### src/rtl/uart_regif_pkg.sv
package uart_regif_pkg;
  localparam int unsigned REG_COUNT = 5;
  localparam int unsigned IDX_DATA  = 0;
  localparam int unsigned IDX_DIV   = 1;
  localparam int unsigned IDX_STAT  = 2;
  localparam int unsigned IDX_CTRL  = 3;
  localparam int unsigned IDX_DBG   = 4;

  localparam int unsigned ST_THRE = 0;
  localparam int unsigned ST_RX   = 1;
  localparam int unsigned ST_TX   = 2;

  localparam int unsigned CT_RXIE = 0;
  localparam int unsigned CT_TXIE = 1;
  localparam int unsigned CT_PASS = 2;
  localparam int unsigned CTRL_W  = 3;

  localparam int unsigned DB_BRK  = 0;
endpackage

### src/rtl/uart_regif_decode.sv
module uart_regif_decode
  import uart_regif_pkg::*;
#(
  parameter int unsigned ADDR_W = 5
) (
  input  logic                 bus_valid,
  input  logic                 bus_write,
  input  logic [ADDR_W-1:0]    bus_addr,
  output logic [REG_COUNT-1:0] wr_sel,
  output logic [REG_COUNT-1:0] rd_sel
);
  localparam int unsigned IDX_W = ADDR_W - 2;

  logic [IDX_W-1:0] idx;
  logic             unused_addr_lsb;

  assign idx             = bus_addr[ADDR_W-1:2];
  assign unused_addr_lsb = ^bus_addr[1:0];

  for (genvar g = 0; g < REG_COUNT; g++) begin : g_sel
    logic hit;
    assign hit       = bus_valid && (idx == IDX_W'(g));
    assign wr_sel[g] = hit && bus_write;
    assign rd_sel[g] = hit && !bus_write;
  end
endmodule

### src/rtl/uart_regif_events.sv
module uart_regif_events #(
  parameter int unsigned BYTE_W = 8
) (
  input  logic              clk,
  input  logic              rst_n,
  input  logic              data_wr,
  input  logic [BYTE_W-1:0] tx_byte_in,
  input  logic              clr_rx,
  input  logic              clr_tx,
  input  logic              rx_valid,
  input  logic [BYTE_W-1:0] rx_data,
  output logic              rx_ready,
  output logic              rx_evt,
  output logic              tx_evt,
  output logic [BYTE_W-1:0] rx_byte,
  output logic              tx_strobe,
  output logic [BYTE_W-1:0] tx_data
);
  logic              rx_evt_q, rx_evt_d;
  logic              tx_evt_q, tx_evt_d;
  logic [BYTE_W-1:0] rx_byte_q;
  logic [BYTE_W-1:0] tx_data_q;
  logic              tx_strobe_q;
  logic              rx_take;

  assign rx_take = rx_valid && !rx_evt_q;

  // Set has priority over write-one-to-clear.
  always_comb begin
    rx_evt_d = rx_evt_q;
    if (clr_rx)  rx_evt_d = 1'b0;
    if (rx_take) rx_evt_d = 1'b1;

    tx_evt_d = tx_evt_q;
    if (clr_tx)  tx_evt_d = 1'b0;
    if (data_wr) tx_evt_d = 1'b1;
  end

  always_ff @(posedge clk or negedge rst_n) begin
    if (!rst_n) begin
      rx_evt_q    <= 1'b0;
      tx_evt_q    <= 1'b0;
      tx_strobe_q <= 1'b0;
    end else begin
      rx_evt_q    <= rx_evt_d;
      tx_evt_q    <= tx_evt_d;
      tx_strobe_q <= data_wr;
    end
  end

  always_ff @(posedge clk or negedge rst_n) begin
    if (!rst_n) begin
      rx_byte_q <= '0;
    end else if (rx_take) begin
      rx_byte_q <= rx_data;
    end
  end

  always_ff @(posedge clk or negedge rst_n) begin
    if (!rst_n) begin
      tx_data_q <= '0;
    end else if (data_wr) begin
      tx_data_q <= tx_byte_in;
    end
  end

  assign rx_ready  = !rx_evt_q;
  assign rx_evt    = rx_evt_q;
  assign tx_evt    = tx_evt_q;
  assign rx_byte   = rx_byte_q;
  assign tx_strobe = tx_strobe_q;
  assign tx_data   = tx_data_q;
endmodule

### src/rtl/uart_regif_irq.sv
module uart_regif_irq #(
  parameter int unsigned SRC_N = 2
) (
  input  logic             clk,
  input  logic             rst_n,
  input  logic [SRC_N-1:0] evt,
  input  logic [SRC_N-1:0] en,
  output logic             irq
);
  logic [SRC_N-1:0] gated;
  logic             irq_d, irq_q;

  for (genvar s = 0; s < SRC_N; s++) begin : g_src
    assign gated[s] = evt[s] && en[s];
  end

  assign irq_d = |gated;

  always_ff @(posedge clk or negedge rst_n) begin
    if (!rst_n) irq_q <= 1'b0;
    else        irq_q <= irq_d;
  end

  assign irq = irq_q;
endmodule

### src/rtl/uart_regif.sv
module uart_regif
  import uart_regif_pkg::*;
#(
  parameter int unsigned ADDR_W = 5,
  parameter int unsigned DATA_W = 32,
  parameter int unsigned BYTE_W = 8,
  parameter int unsigned DIV_W  = 16
) (
  input  logic              clk,
  input  logic              rst_n,
  input  logic              bus_valid,
  input  logic              bus_write,
  input  logic [ADDR_W-1:0] bus_addr,
  input  logic [DATA_W-1:0] bus_wdata,
  output logic [DATA_W-1:0] bus_rdata,
  input  logic              rx_valid,
  input  logic [BYTE_W-1:0] rx_data,
  output logic              rx_ready,
  output logic              tx_strobe,
  output logic [BYTE_W-1:0] tx_data,
  output logic [DIV_W-1:0]  divisor,
  output logic              passthru_en,
  output logic              break_en,
  output logic              irq
);
  localparam int unsigned SRC_N = 2;

  logic                 rst_meta_q, rst_sync_q;
  logic [REG_COUNT-1:0] wr_sel, rd_sel;
  logic [DIV_W-1:0]     div_q, div_d;
  logic [CTRL_W-1:0]    ctrl_q, ctrl_d;
  logic                 dbg_q, dbg_d;
  logic                 rx_evt, tx_evt;
  logic [BYTE_W-1:0]    rx_byte;
  logic                 rx_en_w, tx_en_w;
  logic                 unused_wdata;

  // Reset: asserted asynchronously, released on a clock edge.
  always_ff @(posedge clk or negedge rst_n) begin
    if (!rst_n) begin
      rst_meta_q <= 1'b0;
      rst_sync_q <= 1'b0;
    end else begin
      rst_meta_q <= 1'b1;
      rst_sync_q <= rst_meta_q;
    end
  end

  uart_regif_decode #(.ADDR_W(ADDR_W)) decode_i (
    .bus_valid (bus_valid),
    .bus_write (bus_write),
    .bus_addr  (bus_addr),
    .wr_sel    (wr_sel),
    .rd_sel    (rd_sel)
  );

  uart_regif_events #(.BYTE_W(BYTE_W)) events_i (
    .clk        (clk),
    .rst_n      (rst_sync_q),
    .data_wr    (wr_sel[IDX_DATA]),
    .tx_byte_in (bus_wdata[BYTE_W-1:0]),
    .clr_rx     (wr_sel[IDX_STAT] && bus_wdata[ST_RX]),
    .clr_tx     (wr_sel[IDX_STAT] && bus_wdata[ST_TX]),
    .rx_valid   (rx_valid),
    .rx_data    (rx_data),
    .rx_ready   (rx_ready),
    .rx_evt     (rx_evt),
    .tx_evt     (tx_evt),
    .rx_byte    (rx_byte),
    .tx_strobe  (tx_strobe),
    .tx_data    (tx_data)
  );

  assign rx_en_w = ctrl_q[CT_RXIE];
  assign tx_en_w = ctrl_q[CT_TXIE];

  uart_regif_irq #(.SRC_N(SRC_N)) irq_i (
    .clk   (clk),
    .rst_n (rst_sync_q),
    .evt   ({tx_evt, rx_evt}),
    .en    ({tx_en_w, rx_en_w}),
    .irq   (irq)
  );

  // Plain read/write configuration registers.
  always_comb begin
    div_d  = div_q;
    ctrl_d = ctrl_q;
    dbg_d  = dbg_q;
    if (wr_sel[IDX_DIV])  div_d  = bus_wdata[DIV_W-1:0];
    if (wr_sel[IDX_CTRL]) ctrl_d = bus_wdata[CTRL_W-1:0];
    if (wr_sel[IDX_DBG])  dbg_d  = bus_wdata[DB_BRK];
  end

  always_ff @(posedge clk or negedge rst_sync_q) begin
    if (!rst_sync_q) begin
      div_q  <= '0;
      ctrl_q <= '0;
      dbg_q  <= 1'b0;
    end else begin
      div_q  <= div_d;
      ctrl_q <= ctrl_d;
      dbg_q  <= dbg_d;
    end
  end

  // Read multiplexer; unmapped indices return zero.
  always_comb begin
    bus_rdata = '0;
    if (rd_sel[IDX_DATA]) bus_rdata[BYTE_W-1:0] = rx_byte;
    if (rd_sel[IDX_DIV])  bus_rdata[DIV_W-1:0]  = div_q;
    if (rd_sel[IDX_STAT]) begin
      bus_rdata[ST_THRE] = 1'b1;
      bus_rdata[ST_RX]   = rx_evt;
      bus_rdata[ST_TX]   = tx_evt;
    end
    if (rd_sel[IDX_CTRL]) bus_rdata[CTRL_W-1:0] = ctrl_q;
    if (rd_sel[IDX_DBG])  bus_rdata[DB_BRK]     = dbg_q;
  end

  assign divisor      = div_q;
  assign passthru_en  = ctrl_q[CT_PASS];
  assign break_en     = dbg_q;
  assign unused_wdata = ^bus_wdata;
endmodule

### config.mk
export PLATFORM = sky130hd
export DESIGN_NAME = uart_regif
export DESIGN_NICKNAME = d
export VERILOG_FILES = /design/src/rtl/uart_regif_pkg.sv /design/src/rtl/uart_regif_decode.sv /design/src/rtl/uart_regif_events.sv /design/src/rtl/uart_regif_irq.sv /design/src/rtl/uart_regif.sv
export SDC_FILE = /design/constraint.sdc
export NUM_CORES = 1
export LEC_CHECK = 0
export BUFFER_PORTS_ARGS = -buffer_cell sky130_fd_sc_hd__buf_2
export CAP_MARGIN = 20
export CORE_UTILIZATION = 30
export DETAILED_ROUTE_END_ITERATION = 6
export PLACE_DENSITY_LB_ADDON = 0.25
export SLEW_MARGIN = 20
export SYNTH_ARGS = -nofsm -noshare
export SYNTH_HDL_FRONTEND = slang
export SYNTH_SLANG_ARGS = --single-unit
### constraint.sdc
create_clock -name clk -period 1.27 [get_ports clk]
set_input_delay 0.254 -clock clk [delete_from_list [all_inputs] [get_ports clk]]
set_output_delay 0.254 -clock clk [all_outputs]
set_load 0.005 [all_outputs]
[Word level (Yosys, flattened, before mapping)]
Index checks and enable logic that the tools add are counted.
Cells by class
  eq/ne operators: 4
  muxes and demuxes: 9
  reduce and logical (&&, ||, !) cells: 26
Operators by type and width (number)
  $logic_and 1x1->1: 20
  $mux 16: 1
  $mux 8: 1
  $eq 3x2->1 const B: 2
  $mux 3: 2
  $mux 1: 5
  $reduce_bool 2->1: 2
  $eq 3x1->1 const B: 1
  $eq 3x3->1 const B: 1
  $logic_not 3->1: 1
  $logic_not 1->1: 2
  $reduce_or 2->1: 1
Storage, ports and cells
  register bits after elaboration: 42
  input bits: 50
  output and inout bits: 61

[Depth between registers and ports, before layout]
Gate-level depths: netlist (run 1).
  word-level depth: 8
  mapped depth: 5

[Modules after synthesis]
A second synthesis (run 1) with hierarchy kept.
Unflattened totals
  cell total of the unflattened synthesis: 156
  area total of the unflattened synthesis: 2018.2 µm²
By module, submodules not included
  uart_regif: times used 1, cells an instance 96, area an instance 1167.4 µm²
  uart_regif_events: times used 1, cells an instance 42, area an instance 730.7 µm²
  uart_regif_decode: times used 1, cells an instance 16, area an instance 86.3 µm²
  uart_regif_irq: times used 1, cells an instance 2, area an instance 33.8 µm²

[Least setup slack after synthesis (run 1)]
OpenSTA, ideal clock, no wires.
  kind: input to register
  from: input bus_addr[3]
  to: register div_q[10] (netlist: divisor[10])
  library setup time: 0.127 ns
  arrival time: 1.230 ns
  path slack: -0.087 ns
  stages: 5
  path through: buf_2 > nand2b_4 > nor2_4 > buf_6 > mux2_1
On the way
  word-level cells in the longest chain between the ends: 3
RTL lines
  from (decl): line uart_regif.sv:13  | input logic [ADDR_W-1:0] bus_addr,
  $eq 3x1->1: line uart_regif_decode.sv:22  | assign hit = bus_valid && (idx == IDX_W'(g));
  $logic_and 1x1->1: line uart_regif_decode.sv:22
  $logic_and 1x1->1: line uart_regif_decode.sv:23  | assign wr_sel[g] = hit && bus_write;
  to (signal assigned): line uart_regif.sv:101  | div_q <= div_d;
  to (decl): line uart_regif.sv:30  | logic [DIV_W-1:0] div_q, div_d;
No other way between the ends.
A chain may end at the register's enable or synchronous reset.

[Final worst setup path (run 1)]
  from: register ctrl_q[1]
  to: output bus_rdata[1]
On the way
  word-level cells in the longest chain between the ends: 1
RTL lines
  from (decl): line uart_regif.sv:31  | logic [CTRL_W-1:0] ctrl_q, ctrl_d;
  from (signal assigned): line uart_regif.sv:102  | ctrl_q <= ctrl_d;
  $mux 3: line uart_regif.sv:117  | if (rd_sel[IDX_CTRL]) bus_rdata[CTRL_W-1:0] = ctrl_q;
  to (decl): line uart_regif.sv:15  | output logic [DATA_W-1:0] bus_rdata,
No other way between the ends.

==> impl_results.md, run 1 <==
* Worst setup path class: reg2out
* Gate Count Post-Synth at 147
* Post-synthesis cell area at 0.00200 mm²
* Compound-gate portion of the synthesized area at 0.0194
* Final net count at 301
* Violated checks: negative setup slack
* Chip Width at 83.7 µm
* CP arrival at 1.40 ns
* IO Count at 111
* Clock Skew at 0.00428 ns
* FF-to-FF path depth at 4
* PortBufs at 76
* First-pass GRT wire length at 7270 µm
* Slowest library cell on the worst path: mux4_2
* DR vias/cell at 4.40
* Sw Share at 0.268
* DIE AREA at 0.00700 mm²
* Root Buffer: clkbuf_8
* Cell Rows at 29
* Max-cap violations at 0
* Min-Delay Path Class: in2reg
* Total CTS buffers at 5
* Area delta synth->final at 43.3%
* Clock transition at path regs at 0.08 ns
* RePlAce Congestion at 0.689
* H-tree depth at 2
* Reg power frac at 0.478
* Core area at 0.00639 mm²
* Unrepaired setup endpoints after global routing: yes
* CTS tree: yes
* Placed cell areas at 0.00264 mm²
* Detailed-placement wirelength estimate at 3300 µm
* Number of antenna violations at the first check in global routing at 0
* Fin Hold WS at 0.190 ns
* Final hold violation count at 0
* Sequential fraction of the synthesis area at 0.525
* Critical path depth at 3
* Routed len/inst at 13.6 µm
* Achievable Freq at 603 MHz
* Synth Warn # at 0
* Post-Synth XOR/XNOR Area at 0
* Fin crit share at 1.31
* Post-synthesis mux area share at 0.254
* Worst skew pair latency at 0.29 ns
* Max clock buf depth at 2
* Largest net degree at the start of global routing at 28
* Routed Antenna Nets at 0
* Post-Layout Inst Area at 0.00287 mm²
* Combinational power share at 0.311
* Setup violators final at 16
* Area share of fa/ha/maj cells after synthesis at 0
* Worst hold path stage count at 2
* Share of cells above drive strength 1 at 0.673
* DRT Wirelength at 4470 µm
* Outcome: complete, but fails checks
* Simple-gate share of the synthesized area at 0.121
* Clock sinks at 42
* Switch Pwr at 1090 µW
* Critical Path Sink Type: output port
* Worst VDD drop at 0.660 mV
* Clock network fraction of design power at 0.212
* Worst Path Buf+Inv at 1
* Routed vias at 1442
* Mean Syn Cell Area at 13.6 µm²
* CP startpoint kind: flip-flop
* Power per cell area at 1420 mW/mm²
* Chip Height at 83.7 µm
* Vias in the first global route at 1401
* Lkg Pwr at 0.00147 µW
* Drt first pass iters at 4
* Pins Over Slew Limit at 0
* Largest family of logic cells by synthesized area: multiplexers
* Pwr Total at 4060 µW
* DRT iter0 DRCs at 53
* DRC at 0
* Grt total ovfl at 0
* Synth cell types at 30
* Ant diodes at 0
* CP peak stage delay at 0.47 ns
* Worst Slack Setup Final at -0.388 ns
* Worst path cell trace: mux4_2 > nor2b_4 > buf_2
* CP delay by family, top: multiplexers
* All-Layer GR Usage at 0.133
* Int Pwr at 2970 µW
* Initial Utilization at 0.313
* Min cycle time layout at 1.66 ns
* CP Max Fanout at 2
* FF+latch count, synth at 42
* WP data required at 1.02 ns
==> repair_timing <==
action,4_1_cts,5_1_grt
hold buffers,1,0
hold endpoints to repair,2,0
buffers inserted,1,1
setup endpoints to repair,23,20
resized for setup,9,25
pin swaps,14,12
==> cell usage in the layout (no fill, tap or decap), types with 2 or more instances in the layout <==
cell type	netlist	routed
clkbuf_8	0	6
buf_2	2	72
mux2_2	26	19
nor2_1	7	2
nor2_4	1	3
nor2_2	2	5
mux2_4	0	17
dfrtp_1	42	41
nand4_1	2	2
nor2b_4	0	4
a21o_1	2	2
and2_4	0	2
and2_1	8	6
conb_1	2	17
mux2i_1	5	5
buf_12	0	3
mux4_2	0	2
buf_6	1	7
buf_4	17	19
==> registers in the layout (all words and copies together) (netlist names) <==
name,flops
rst_meta_q,1
irq_i.irq,1
ctrl_q,3
divisor,16
events_i.rx_evt,1
events_i.tx_data,8
break_en,1
events_i.tx_strobe,1
rst_sync_q,1
events_i.tx_evt,1
events_i.rx_byte,8
==> stage by stage <==
step,cells,util,TNS [ns],setup WS [ns]
floorplan,162,-,-0.272,-0.0196
finish,328,0.449,-3.77,-0.388
detailed placement,319,0.414,-10.27,-0.308
global route,328,0.449,-4.63,-0.430
global placement,319,0.414,-9.91,-0.291
CTS,328,0.433,-3.74,-0.397
==> area by class of cell <==
class | instances | area, µm²
tap | 77 | 96.3
fill | 614 | 3520
timing repair buffer | 102 | 652
inverter | 1 | 3.75
clock buffer | 7 | 86.3
sequential | 42 | 1050
multi-input combinational | 99 | 977
==> power groups by stage <==
stage / Sequential (µW) / Combinational [µW] / Clock (µW)
CTS: 1930 / 1180 / 899
finish: 1940 / 1260 / 859
global placement: 1940 / 1130 / 0
floorplan: 1950 / 619 / 0
global route: 1990 / 1370 / 948
detailed placement: 1940 / 1140 / 0
==> path summary, 6_finish.rpt <==
check	from	slack (ns)	to
max	ctrl_q[1]	-0.39	bus_rdata[1]
min	bus_wdata[13]	0.19	divisor[13]
max reg2reg	events_i.rx_evt	0.05	events_i.rx_byte[0]
min reg2reg	rst_sync_q	0.20	divisor[11]
max in group asynchronous	rst_sync_q	0.74	divisor[2]
min in group asynchronous	rst_sync_q	0.20	divisor[11]
==> routing by layer <==
| layer | part of all wire | vias to the layer above | global-route usage |
|---|---|---|---|
| met2 | 0.49 | 57 | 0.202 |
| met1 | 0.43 | 699 | 0.178 |
| li1 | - | 679 | - |
| met3 | 0.058 | 7 | 0.0396 |
| met5 | 0 | - | 0 |
| met4 | 0.016 | 0 | 0.0508 |
==> logic make-up (layout without fill, tap and decap cells) <==
kind of cell           after synthesis  count (layout)
AOI/OAI and AO/OA                    5               5
buffers and inverters               21             110
DFF                                 42              42
muxes                               43              43
other                                2              17
and+or+nand+nor                     34              34
==> cells in the mapped netlist <==
| library cell | n | area (µm²) |
|---|---|---|
| mux2_1 | 10 | 113 |
| nand4_1 | 2 | 12.5 |
| nand2b_4 | 1 | 13.8 |
| buf_2 | 2 | 10.0 |
| and2b_1 | 1 | 7.51 |
| a211oi_1 | 1 | 7.51 |
| nand3_1 | 1 | 5.00 |
| mux2i_1 | 5 | 50.1 |
| nand3b_4 | 1 | 20.0 |
| nand2_2 | 1 | 6.26 |
| nor2_2 | 2 | 12.5 |
| mux2_2 | 26 | 293 |
| nor3_4 | 1 | 16.3 |
| nor2_1 | 7 | 26.3 |
| a22o_1 | 1 | 8.76 |
| inv_1 | 1 | 3.75 |
| and4bb_2 | 1 | 12.5 |
| and2_1 | 8 | 50.1 |
| or3b_4 | 1 | 11.3 |
| dfrtp_1 | 42 | 1050 |
| mux4_1 | 2 | 52.6 |
| conb_1 | 2 | 7.51 |
| nor2_4 | 1 | 11.3 |
| nor2b_1 | 4 | 25.0 |
| buf_4 | 17 | 128 |
| or2_4 | 1 | 8.76 |
| nand2_1 | 1 | 3.75 |
| o31ai_1 | 1 | 7.51 |
| a21o_1 | 2 | 15.0 |
| buf_6 | 1 | 11.3 |
(Power assumes the default switching activity.)
==> run 2, diff against run 1 <==
CORE_UTILIZATION = 40   (was 30)
CTS_BUF_LIST = sky130_fd_sc_hd__clkbuf_8   (was unset)
==> run 2 against run 1 <==
Effect of this change: the flow still finishes with violations (negative setup slack); sequential cell count did not move; combinational power rose by 5%; clock skew rose by 0.0022 ns; sequential power barely moved; fmax barely moved; register-to-register slack barely moved; first-iteration DRC count rose by 68%; sequential share of layout area rose by 0.39 points; wire length fell by 6.2%; via count rose by 0.14%; clock power rose by 26%; cell count fell by 3.0%; critical path type unchanged; largest cell class unchanged; largest power group unchanged; highest routed layer unchanged.
==> impl_results.md, run 2 (synthesis gave the netlist of run 1 again) <==
* DIE AREA at 0.00529 mm² (was 0.00700 mm²)
* Vias in the first global route at 1373 (was 1401)
* Area delta synth->final at 41.8% (was 43.3%)
* Min cycle time layout at 1.66 ns (about the same)
* CP startpoint kind: flip-flop (unchanged)
* Setup violators final at 16 (unchanged)
* Core area at 0.00475 mm² (was 0.00639 mm²)
* Worst VDD drop at 0.928 mV (was 0.660 mV)
* Outcome: complete, but fails checks (unchanged)
* CP Max Fanout at 2 (unchanged)
* Worst path cell trace: mux4_2 > nor2b_4 > buf_2 (unchanged)
* Final net count at 300 (was 301)
* Max clock buf depth at 2 (unchanged)
* Crit path capture: bus_rdata[1] (unchanged)
* Routed Antenna Nets at 0 (unchanged)
* CP peak stage delay at 0.47 ns (about the same)
* Switch Pwr at 1110 µW (was 1090 µW)
* H-tree depth at 2 (unchanged)
* Most frequent cells in the layout: 74 x buf_2, 41 x dfrtp_1, 19 x mux2_2, 19 x buf_4 (was 72 x buf_2, 41 x dfrtp_1, 19 x mux2_2, 19 x buf_4)
* Min-Delay Path Class: in2reg (unchanged)
* Drt first pass iters at 4 (unchanged)
* Power per cell area at 1530 mW/mm² (was 1420 mW/mm²)
* Final hold violation count at 0 (unchanged)
* Worst Path Buf+Inv at 1 (unchanged)
* Final Util at 0.597 (was 0.449)
* Pre-CTS setup slack at -0.319 ns (was -0.308 ns)
* Chip Width at 72.7 µm (was 83.7 µm)
* First-pass GRT wire length at 6570 µm (was 7270 µm)
* Ant diodes at 0 (unchanged)
* CP delay by family, top: multiplexers (unchanged)
* Grt total ovfl at 0 (unchanged)
* Layout Cells excl Fill at 318 (was 328)
* Slowest library cell on the worst path: mux4_2 (unchanged)
* WP data required at 1.02 ns (about the same)
* Routed len/inst at 13.2 µm (was 13.6 µm)
* Root Buffer: clkbuf_8 (unchanged)
* Int Pwr at 3220 µW (was 2970 µW)
* DRT iter0 DRCs at 89 (was 53)
* RR Startpoint: events_i.rx_evt (unchanged)
* Routed vias at 1444 (was 1442)
* Most common cell after layout, fill and taps aside: buf_2 (unchanged)
* CP startpoint: ctrl_q[1] (unchanged)
* Largest net degree at the start of global routing at 41 (was 28)
* Clock Skew at 0.00644 ns (was 0.00428 ns)
* Sw Share at 0.256 (was 0.268)
* Clock transition at path regs at 0.08 ns (about the same)
* Combinational power share at 0.304 (was 0.311)
* Detailed-placement wirelength estimate at 3040 µm (was 3300 µm)
* Unrepaired setup endpoints after global routing: yes (unchanged)
* Lkg Pwr at 0.00148 µW (was 0.00147 µW)
* Share of cells above drive strength 1 at 0.649 (was 0.673)
* Violated checks: negative setup slack (unchanged)
* DRT Wirelength at 4190 µm (was 4470 µm)
* Total CTS buffers at 5 (unchanged)
* PortBufs at 76 (unchanged)
* Clock network fraction of design power at 0.250 (was 0.212)
* IO Count at 111 (unchanged)
* Number of flip-flops in the largest register at 16 (unchanged)
* Placed cells at 307 (was 319)
* Max-cap violations at 0 (unchanged)
* All-Layer GR Usage at 0.168 (was 0.133)
* Reg2Reg Capture Point: events_i.rx_byte[3] (was events_i.rx_byte[0])
* Chip Height at 72.7 µm (was 83.7 µm)
* Achievable Freq at 603 MHz (about the same)
* Worst skew pair latency at 0.29 ns (about the same)
* Fin crit share at 1.31 (about the same)
* Number of antenna violations at the first check in global routing at 0 (unchanged)
* Pins Over Slew Limit at 0 (unchanged)
* Clock sinks at 42 (unchanged)
* Initial Utilization at 0.421 (was 0.313)
* Critical path depth at 3 (unchanged)
* RePlAce Congestion at 0.735 (was 0.689)
* Worst Slack Setup Final at -0.388 ns (about the same)
* Reg power frac at 0.447 (was 0.478)
* FF-to-FF path depth at 4 (unchanged)
* CP arrival at 1.40 ns (about the same)
* R2r setup slk at 0.05 ns (about the same)
* CTS tree: yes (unchanged)
* DR vias/cell at 4.54 (was 4.40)
* Critical Path Sink Type: output port (unchanged)
* Cell Rows at 25 (was 29)
* Worst setup path class: reg2out (unchanged)
* DRC at 0 (unchanged)
run 2: final cells by class:
class / instances / area [µm²]
multi-input cells: 99 / 950
well taps: 67 / 83.8
repair buffers: 101 / 632
inverters: 1 / 3.75
flip-flops and latches: 42 / 1050
clock buffers: 6 / 82.6
fillers: 411 / 1920
clock inverters: 2 / 33.8
run 2: how the worst min path moves through the flow:
| stage | slack [ns] | to | depth (start not counted) | startpoint |
|---|---|---|---|---|
| final | 0.19 | divisor[14] | 2 | bus_wdata[14] |
| after global routing | 0.17 | events_i.rx_byte[0] | 2 | rx_data[0] |
| after global placement | 0.04 | rst_meta_q | 1 | rst_n |
| after CTS | 0.18 | events_i.rx_byte[6] | 2 | rx_data[6] |
| after detailed placement | 0.04 | rst_meta_q | 1 | rst_n |
| after floorplan | -0.04 | rst_meta_q | 0 | rst_n |
run 2: power groups by stage:
| stage | combinational (µW) | sequential [µW] | clock [µW] |
|---|---|---|---|
| 2_1_floorplan | 619 | 1950 | 0 |
| 3_3_place_gp | 1110 | 1930 | 0 |
| 3_5_place_dp | 1120 | 1940 | 0 |
| 4_1_cts | 1190 | 1930 | 1110 |
| 5_1_grt | 1440 | 1990 | 1170 |
| 6_report | 1320 | 1940 | 1080 |
run 2: per-layer routing:
| layer | GRT usage | up-vias | share of wire |
|---|---|---|---|
| met5 | 0 | - | 0 |
| met4 | 0.0588 | 0 | 0.013 |
| met3 | 0.0442 | 5 | 0.054 |
| met2 | 0.268 | 55 | 0.48 |
| met1 | 0.220 | 702 | 0.46 |
| li1 | - | 682 | - |
run 2: metrics by stage:
stage / cell area, µm² / hold WS (ns) / total power (µW) / TNS (ns)
after floorplan: 2100 / -0.0416 / 2570 / -0.272
after global placement: 2610 / 0.0401 / 3040 / -9.26
after detailed placement: 2610 / 0.0422 / 3060 / -9.39
after CTS: 2780 / 0.179 / 4230 / -3.62
after global routing: 2840 / 0.171 / 4590 / -4.08
final: 2840 / 0.188 / 4330 / -3.37
run 2: timing repair:
item / CTS / global route
hold buffers: 1 / 0
buffers inserted: 1 / 1
hold endpoints to repair: 2 / 0
pin swaps: 11 / 5
setup endpoints to repair: 23 / 24
gates resized for setup: 10 / 14
